===== config.mk =====
export PLATFORM = sky130hd
export DESIGN_NAME = ulm_left_merge
export DESIGN_NICKNAME = d
export VERILOG_FILES = /design/src/rtl/ulm_pkg.sv /design/src/rtl/ulm_addr_gen.sv /design/src/rtl/ulm_byte_merge.sv /design/src/rtl/ulm_left_merge.sv
export SDC_FILE = /design/constraint.sdc
export NUM_CORES = 1
export LEC_CHECK = 0
export CAP_MARGIN = 30
export CELL_PAD_IN_SITES_DETAIL_PLACEMENT = 1
export CELL_PAD_IN_SITES_GLOBAL_PLACEMENT = 2
export CORE_MARGIN = 2
export CORE_UTILIZATION = 32
export CTS_CLUSTER_DIAMETER = 30
export DETAILED_ROUTE_END_ITERATION = 7
export DONT_BUFFER_PORTS = 1
export PLACE_DENSITY_LB_ADDON = 0.1
export SYNTH_ARGS = -nofsm -noshare
export SYNTH_HDL_FRONTEND = slang
export SYNTH_SLANG_ARGS = --single-unit

===== constraint.sdc =====
create_clock -name clk -period 4.73 [get_ports clk]
set_clock_uncertainty 0.05 [all_clocks]
set_input_delay 1.1825 -clock clk [delete_from_list [all_inputs] [get_ports clk]]
set_output_delay 1.1825 -clock clk [all_outputs]
set_load 0.05 [all_outputs]

===== src/rtl/ulm_pkg.sv =====
package ulm_pkg;
   localparam int WORD_W = 32;
   localparam int BYTE_W = 8;
   localparam int LANES  = WORD_W / BYTE_W;
   localparam int BEAT_W = 2 * WORD_W;

   typedef enum logic [1:0] {
      FLT_NONE = 2'd0,
      FLT_RSVD = 2'd1,
      FLT_COPU = 2'd2
   } ulm_fault_e;
endpackage


===== src/rtl/ulm_addr_gen.sv =====
module ulm_addr_gen #(
   parameter int XLEN  = 64,
   parameter int OFS_W = 9
) (
   input  logic [XLEN-1:0]  base,
   input  logic [OFS_W-1:0] ofs,
   input  logic             cpu_be,
   input  logic             rev_end,
   input  logic             mem_be,
   output logic [XLEN-1:0]  ea,
   output logic [XLEN-1:0]  pa,
   output logic [1:0]       byte_idx,
   output logic             half_sel
);
   localparam int EXT_W = XLEN - OFS_W;

   logic [XLEN-1:0] ofs_ext;
   logic [2:0]      pa_lo;

   assign ofs_ext  = {{EXT_W{ofs[OFS_W-1]}}, ofs};
   assign ea       = base + ofs_ext;
   assign byte_idx = ea[1:0] ^ {2{cpu_be}};
   assign half_sel = ea[2] ^ cpu_be;

   always_comb begin
      if (mem_be) pa_lo = ea[2:0] ^ {3{rev_end}};
      else        pa_lo = 3'b000;
   end

   assign pa = {ea[XLEN-1:3], pa_lo};
endmodule


===== src/rtl/ulm_byte_merge.sv =====
module ulm_byte_merge
   import ulm_pkg::*;
(
   input  logic [BEAT_W-1:0] beat,
   input  logic              half_sel,
   input  logic [1:0]        byte_idx,
   input  logic [WORD_W-1:0] old_lo,
   output logic [WORD_W-1:0] merged
);
   logic [WORD_W-1:0] word;

   assign word = half_sel ? beat[BEAT_W-1:WORD_W] : beat[WORD_W-1:0];

   for (genvar k = 0; k < LANES; k++) begin : g_lane
      logic [2:0] pos;
      logic [1:0] src;
      logic       take;

      assign pos  = {1'b0, byte_idx} + 3'(k);
      assign take = (pos >= 3'(LANES - 1));
      assign src  = 2'(pos - 3'(LANES - 1));

      always_comb begin
         if (take) merged[BYTE_W*k +: BYTE_W] = word[BYTE_W*src +: BYTE_W];
         else      merged[BYTE_W*k +: BYTE_W] = old_lo[BYTE_W*k +: BYTE_W];
      end
   end
endmodule


===== src/rtl/ulm_left_merge.sv =====
module ulm_left_merge
   import ulm_pkg::*;
#(
   parameter int XLEN   = 64,
   parameter int OFS_W  = 9,
   parameter int IDX_W  = 5,
   parameter bit FWD_EN = 1'b1
) (
   input  logic              clk,
   input  logic              rst_n,
   input  logic              in_valid,
   output logic              in_ready,
   input  logic [XLEN-1:0]   in_base,
   input  logic [OFS_W-1:0]  in_ofs,
   input  logic [XLEN-1:0]   in_old,
   input  logic [IDX_W-1:0]  in_dst,
   input  logic [63:0]       in_beat,
   input  logic              cpu_be,
   input  logic              rev_end,
   input  logic              mem_be,
   input  logic              cp0_en,
   input  logic              legacy_en,
   output logic [XLEN-1:0]   mem_addr,
   output logic              out_valid,
   input  logic              out_ready,
   output logic [XLEN-1:0]   out_data,
   output logic [IDX_W-1:0]  out_dst,
   output logic              out_ri,
   output logic              out_cu
);
   localparam int HI_W = XLEN - WORD_W;

   if (XLEN < BEAT_W) begin : g_bad_xlen
      $error("ulm_left_merge: XLEN must be at least 64");
   end
   if (OFS_W < 3 || OFS_W >= XLEN) begin : g_bad_ofs
      $error("ulm_left_merge: OFS_W out of range");
   end
   if (IDX_W < 1) begin : g_bad_idx
      $error("ulm_left_merge: IDX_W must be positive");
   end

   logic [XLEN-1:0]   ea;
   logic [1:0]        byte_idx;
   logic              half_sel;
   logic [XLEN-1:0]   old_eff;
   logic [WORD_W-1:0] merged;
   logic [XLEN-1:0]   result;
   ulm_fault_e        fault;
   logic              accept;

   logic              r_valid;
   logic [XLEN-1:0]   r_data;
   logic [IDX_W-1:0]  r_dst;
   ulm_fault_e        r_fault;

   ulm_addr_gen #(.XLEN(XLEN), .OFS_W(OFS_W)) u_addr (
      .base     (in_base),
      .ofs      (in_ofs),
      .cpu_be   (cpu_be),
      .rev_end  (rev_end),
      .mem_be   (mem_be),
      .ea       (ea),
      .pa       (mem_addr),
      .byte_idx (byte_idx),
      .half_sel (half_sel)
   );

   if (FWD_EN) begin : g_fwd
      logic hit;
      assign hit     = r_valid && (r_fault == FLT_NONE) && (r_dst == in_dst);
      assign old_eff = hit ? r_data : in_old;
   end else begin : g_nofwd
      assign old_eff = in_old;
   end

   ulm_byte_merge u_merge (
      .beat     (in_beat),
      .half_sel (half_sel),
      .byte_idx (byte_idx),
      .old_lo   (old_eff[WORD_W-1:0]),
      .merged   (merged)
   );

   always_comb begin
      if (!legacy_en)  fault = FLT_RSVD;
      else if (!cp0_en) fault = FLT_COPU;
      else              fault = FLT_NONE;
   end

   assign result   = (fault == FLT_NONE) ? {{HI_W{merged[WORD_W-1]}}, merged} : old_eff;
   assign in_ready = !r_valid || out_ready;
   assign accept   = in_valid && in_ready;

   always_ff @(posedge clk or negedge rst_n) begin
      if (!rst_n) begin
         r_valid <= 1'b0;
         r_data  <= '0;
         r_dst   <= '0;
         r_fault <= FLT_NONE;
      end else begin
         if (accept) begin
            r_valid <= 1'b1;
            r_data  <= result;
            r_dst   <= in_dst;
            r_fault <= fault;
         end else if (out_ready) begin
            r_valid <= 1'b0;
         end
      end
   end

   assign out_valid = r_valid;
   assign out_data  = r_data;
   assign out_dst   = r_dst;
   assign out_ri    = (r_fault == FLT_RSVD);
   assign out_cu    = (r_fault == FLT_COPU);

   assert_hold_R6: assert property (@(posedge clk) disable iff (!rst_n)
      (out_valid && !out_ready) |=> (out_valid && $stable(out_data) && $stable(out_dst)));

   assert_accept_R6: assert property (@(posedge clk) disable iff (!rst_n)
      accept |=> out_valid);

   assert_fault_excl_R7: assert property (@(posedge clk) disable iff (!rst_n)
      out_valid |-> $onehot0({out_ri, out_cu}));

   assert_sext_R5: assert property (@(posedge clk) disable iff (!rst_n)
      (out_valid && !out_ri && !out_cu) |-> (out_data[XLEN-1:WORD_W] == {HI_W{out_data[WORD_W-1]}}));

   assert_keep_low_R4: assert property (@(posedge clk) disable iff (!rst_n)
      (accept && legacy_en && cp0_en && byte_idx == 2'd0) |=> (out_data[23:0] == $past(old_eff[23:0])));

   assert_no_misalign_R10: assert property (@(posedge clk) disable iff (!rst_n)
      (accept && legacy_en && cp0_en) |=> (!out_ri && !out_cu));
endmodule


== Yosys cells after proc, flatten, opt, wreduce, memory -nomap -nowiden ==
Cells that the tools add are included.

* Add/sub/neg operators: 8
* Multipliers: 0
* Divide/modulo/power cells: 0
* $lt $le $gt $ge: 4
* Equality and inequality tests: 4
* Shifts and indexed selects: 4
* Muxes and demuxes: 12
* Bitwise operators: 3
* Reductions and logical operators: 9

{| class="wikitable"
|+ Operators with widths
! cell !! count
|-
| $mux 64 || 2
|-
| $shiftx 32x6->8 || 4
|-
| $add 64x64->64 || 1
|-
| $mux 32 || 1
|-
| $mux 8 || 4
|-
| $ge 3x2->1 const B || 3
|-
| $sub 2x2->2 const B || 4
|-
| $add 2x2->3 const B || 2
|-
| $eq 5x5->1 || 1
|-
| $logic_not 2->1 || 2
|-
| $mux 2 || 2
|-
| $add 2x1->3 const B || 1
|-
| $logic_and 1x1->1 || 3
|-
| $mux 3 || 1
|-
| $xor 3x3->3 || 1
|-
| $eq 2x1->1 const B || 1
|-
| $eq 2x2->1 const B || 1
|-
| $ge 2x2->1 const B || 1
|-
| $mux 1 || 2
|-
| $ne 2x1->1 const B || 1
|-
| $reduce_and 2->1 || 1
|-
| $reduce_bool 2->1 || 1
|-
| $xor 2x2->2 || 1
|-
| $logic_not 1->1 || 1
|-
| other kinds (2) || 2
|}

* Register bits: 72
* Latch bits: 0
* Memory bits (writable): 0
* Memory bits (read-only): 0
* Input bits: 215
* Output and inout port bits: 137
* Memories: 0

== Longest topological paths before layout ==
* Depth after elaboration: 7
* Mapped depth: 14
* Mapped depth without buffers: 12

== Hierarchy ==
A second synthesis with hierarchy kept.

* Cell total of the unflattened synthesis: 1255
* Area, all modules: 10507.6 um^2

{| class="wikitable"
|+ By module, submodules not included
! module !! times used !! cells each !! area each (um^2) !! sequential area each (um^2)
|-
| ulm_left_merge || 1 || 476 || 4839.6 || 1801.7
|-
| ulm_addr_gen || 1 || 609 || 4211.5 || 0.0
|-
| ulm_byte_merge || 1 || 170 || 1456.4 || 0.0
|}

== Least setup slack after synthesis ==
Ideal clock, no wire load.

* Path kind: input to output
* Start: in in_base[0]
* End: out mem_addr[56]
* Arrival time: 4.487 ns
* Data required time: 3.498 ns
* Setup slack: -0.989 ns
* Cell stages on the path: 12
* Path through: ha_1 -> inv_1 -> fa_1 -> nor2b_1 -> o2111ai_1 -> a31o_4 -> a2111oi_4 -> o311ai_2 -> a21oi_2 -> o21ai_2 -> mux2i_1 -> a311oi_1

* Cells in the longest elaborated chain, start to end: 1

{| class="wikitable"
|+ RTL lines
! item !! RTL line !! RTL
|-
| start, declared || ulm_left_merge.sv:13 || <nowiki>input logic [XLEN-1:0] in_base,</nowiki>
|-
| $add 64x64->64 || ulm_addr_gen.sv:21 || <nowiki>assign ea = base + ofs_ext;</nowiki>
|-
| end, declared || ulm_left_merge.sv:23 || <nowiki>output logic [XLEN-1:0] mem_addr,</nowiki>
|}

No other way between the ends.

== Worst setup path in the final report ==
Ends and elaborated chain as after synthesis.

==> results.cfg <==
[synthesis]
synth_seq_cells = 72
synth_edf_count = 0
ys_types = 84
syn_area_per_cell_um2 = 7.824
yosysWarningCount = 0
synth_async_sr_flop_share_pct = 100.0
synth_flop_cell = dfrtp_1
synth_area_um2 = 8324
synth_fp_nets = 1345
ys_seq_area_share_pct = 21.64
synthCells = 1064

[floorplan]
core_um2 = 25760
die_w_um = 165.3
start_util_pct = 32.31
io_pins = 352
fp-row-count = 59
dieArea_um2 = 27320
die_h_um = 165.3

[sta]
finalSetupViolCount = 26
worst_pin_slew_ns = 0.9768
fmax_mhz = 199.2
setup_tns_ns = -3.937
hold_viol = 0
final-max-slew-violation-count = 0
period_share_pct = 106.1
fin_ws_ns = -0.2901
period_needed_ns = 5.020
relSlewSlack_pct = 34.75
rsz0062_at_grt = true

[flow_run]
maxCapViolCount = 0

[route]
first_iter_violations = 419
drt-total-wl_um = 35400
num_vias = 8809
first_pass_iters = 5
routedWlPerCell_um = 22.07
drcViolationCount = 0
antenna_left = 0
vias_per_cell = 5.492

[layout]
drive_gt1_share_pct = 34.15
multi_input_area_um2 = 7346
fin_cells = 1604
area_growth_pct = 48.79
fin_nets = 1544
fillers = 3026
seqCellArea_um2 = 1802

[place]
place_hpwl_um = 28360
place_inst = 1571
port_buffers = 0
gp_congestion = 0.8597
pre_cts_slack_ns = -0.3917

[critical_path]
cp.required_ns = 3.50
crit_arrival_ns = 3.79
crit_path_max_incr_delay_ns = 0.35
crit_type = input port to output port
rr_startpoint = out_valid
cp-start-kind = input port
startpoint = in_base[0]
worstPathMaxFanout = 3
cp_cell_sequence = ha_4, inv_2, fa_2, nor2b_2, o2111ai_2, a31o_4, a2111oi_4, buf_4, o311ai_4, a21oi_2, o21ai_2, mux2i_1, a311oi_4, buf_12
slowest_stage = fa_2
endpoint_kind = output port

[clock_network]
cts_buffers = 9
clkSinkCount = 72
path_clk_slew_ns = 0.07
cts_tree = done
cts_max_level = 3
clockBufferDepth = 2
worstSkewPairLatency_ns = 0.34
cts_root_buf = clkbuf_16
hold_buffers = 0

[run_status]
status = finished with violations
violations = negative setup slack

[power_and_ir_drop]
p_leak_nw = 5.376
irDropWorstVdd_v = 0.0002353
p_per_area_nw_per_um2 = 361.1

[grt]
first_global_vias = 9397
gr-usage-all-layers_pct = 24.81
grt_pass1_wl_um = 52460
grt_start_max_net_pins = 73
grt.overflow.total = 0
antenna_found_initial = 1

[hold_path]
holdCritPathClass = input port to asynchronous set/reset pin
-- worst max-delay path: cells and delay by family --
kind / cells / cell delay (ns)
compound gates: 7 / 1.43
fa+ha+maj: 2 / 0.46
buf+inv: 3 / 0.40
mux: 1 / 0.15
simple gates: 1 / 0.15
-- synth_stat cells, types with 3 or more instances --
cell type	n	area (um2)
a211oi_1	7	52.55
o21a_1	8	60.06
a21oi_1	178	890.9
mux2i_1	46	460.4
and4_1	3	26.28
nand2_1	97	364.1
nand2b_1	6	37.54
nor4_1	3	18.77
a21oi_2	5	43.79
mux2_2	6	67.56
xor2_1	33	289.0
o221ai_1	4	35.03
clkbuf_8	3	41.29
nor2b_1	9	56.30
o22ai_1	32	200.2
nand4_1	14	87.58
and2_1	11	68.82
buf_4	10	75.07
a21o_1	42	315.3
nor3_1	10	50.05
buf_2	11	55.05
ha_1	65	813.3
inv_1	31	116.4
nand3_1	26	130.1
a311oi_1	3	26.28
clkbuf_1	30	112.6
o21ai_2	4	35.03
o21ai_0	30	150.1
a2111oi_4	3	82.58
a41oi_1	3	26.28
nor2_1	113	424.2
dfrtp_1	72	1802
o21ai_1	6	30.03
or3_1	3	18.77
mux4_2	4	90.09
o211ai_1	4	30.03
o21bai_1	15	112.6
xnor2_1	36	315.3
a31oi_1	12	75.07
o2111ai_1	5	43.79
buf_6	4	45.04
and3_1	8	50.05
-- final timing paths --
check	endpoint	slack, ns	cells past startpoint
max	mem_addr[56]	-0.29	14
min in group clk	r_fault[1]	0.49	2
min reg2reg	r_fault[1]	0.49	2
max in group asynchronous	out_data[15]	4.04	0
max reg2reg	out_data[1]	1.88	5
min	out_data[57]	0.48	0
-- routing by layer --
layer	global-route usage, %	wire, um
met5	0	0
met4	6.285	759
met3	4.995	2062
met2	45.55	18310
met1	29.40	14270
-- registers in the layout (all words and copies together) (netlist names) --
signal,cells
out_dst,5
r_fault,2
out_data,64
out_valid,1
-- cell type report --
| class | count | share of cell area, % |
|---|---|---|
| diodes | 1 | 0.02020 |
| clock buffers | 10 | 1.849 |
| clock inverters | 6 | 0.5455 |
| inverters | 32 | 0.9698 |
| multi-input cells | 898 | 59.31 |
| flip-flops and latches | 72 | 14.55 |
| well taps | 335 | 3.384 |
| repair buffers | 250 | 19.38 |
-- report_power, final --
group | switching (mW) | internal, mW
clock | 0.295 | 0.412
combinational | 1.46 | 1.10
sequential | 0.484 | 0.715
total | 2.24 | 2.23
-- stage by stage --
stage / instance area, um2 / util (%) / hold slack (ns) / total power [mW]
4_1_cts: 12100 / 46.95 / 0.4724 / 4.445
6_report: 12390 / 48.07 / 0.4776 / 4.473
3_5_place_dp: 11210 / 43.51 / 0.4743 / 3.635
2_1_floorplan: 8884 / - / 0.4264 / 2.723
5_1_grt: 12380 / 48.06 / 0.4638 / 4.716
3_3_place_gp: 11210 / 43.51 / 0.4611 / 3.611
-- repair_timing --
item	CTS	global route
pin swaps	44	53
cloned	0	0
resized for setup	78	48
endpoints found under the setup margin	34	40
buffers inserted	15	10
-- cells in the final DEF, fill, tap and decap left out, drive strengths merged, types with 26 or more instances in the layout --
master / synthesis / routed
buf: 27 / 250
a21oi: 184 / 184
nor2: 113 / 113
nand2: 98 / 98
dfrtp: 72 / 72
ha: 65 / 65
mux2i: 46 / 46
a21o: 42 / 42
o21ai: 40 / 40
xnor2: 37 / 37
inv: 32 / 34
xor2: 34 / 34
o22ai: 32 / 32
nand3: 26 / 26
-- kinds of logic (layout without fill, tap and decap cells) --
kind of cell,after synthesis,after routing,share of synthesized area [%]
compound gates,385,385,29.75
simple gates,320,320,17.78
buf+inv,94,298,5.606
flops,72,72,21.64
xor+xnor,71,71,7.786
fa+ha+maj,66,66,10.01
mux,56,56,7.425
other cells,0,1,0
(Power assumes the default switching activity.)
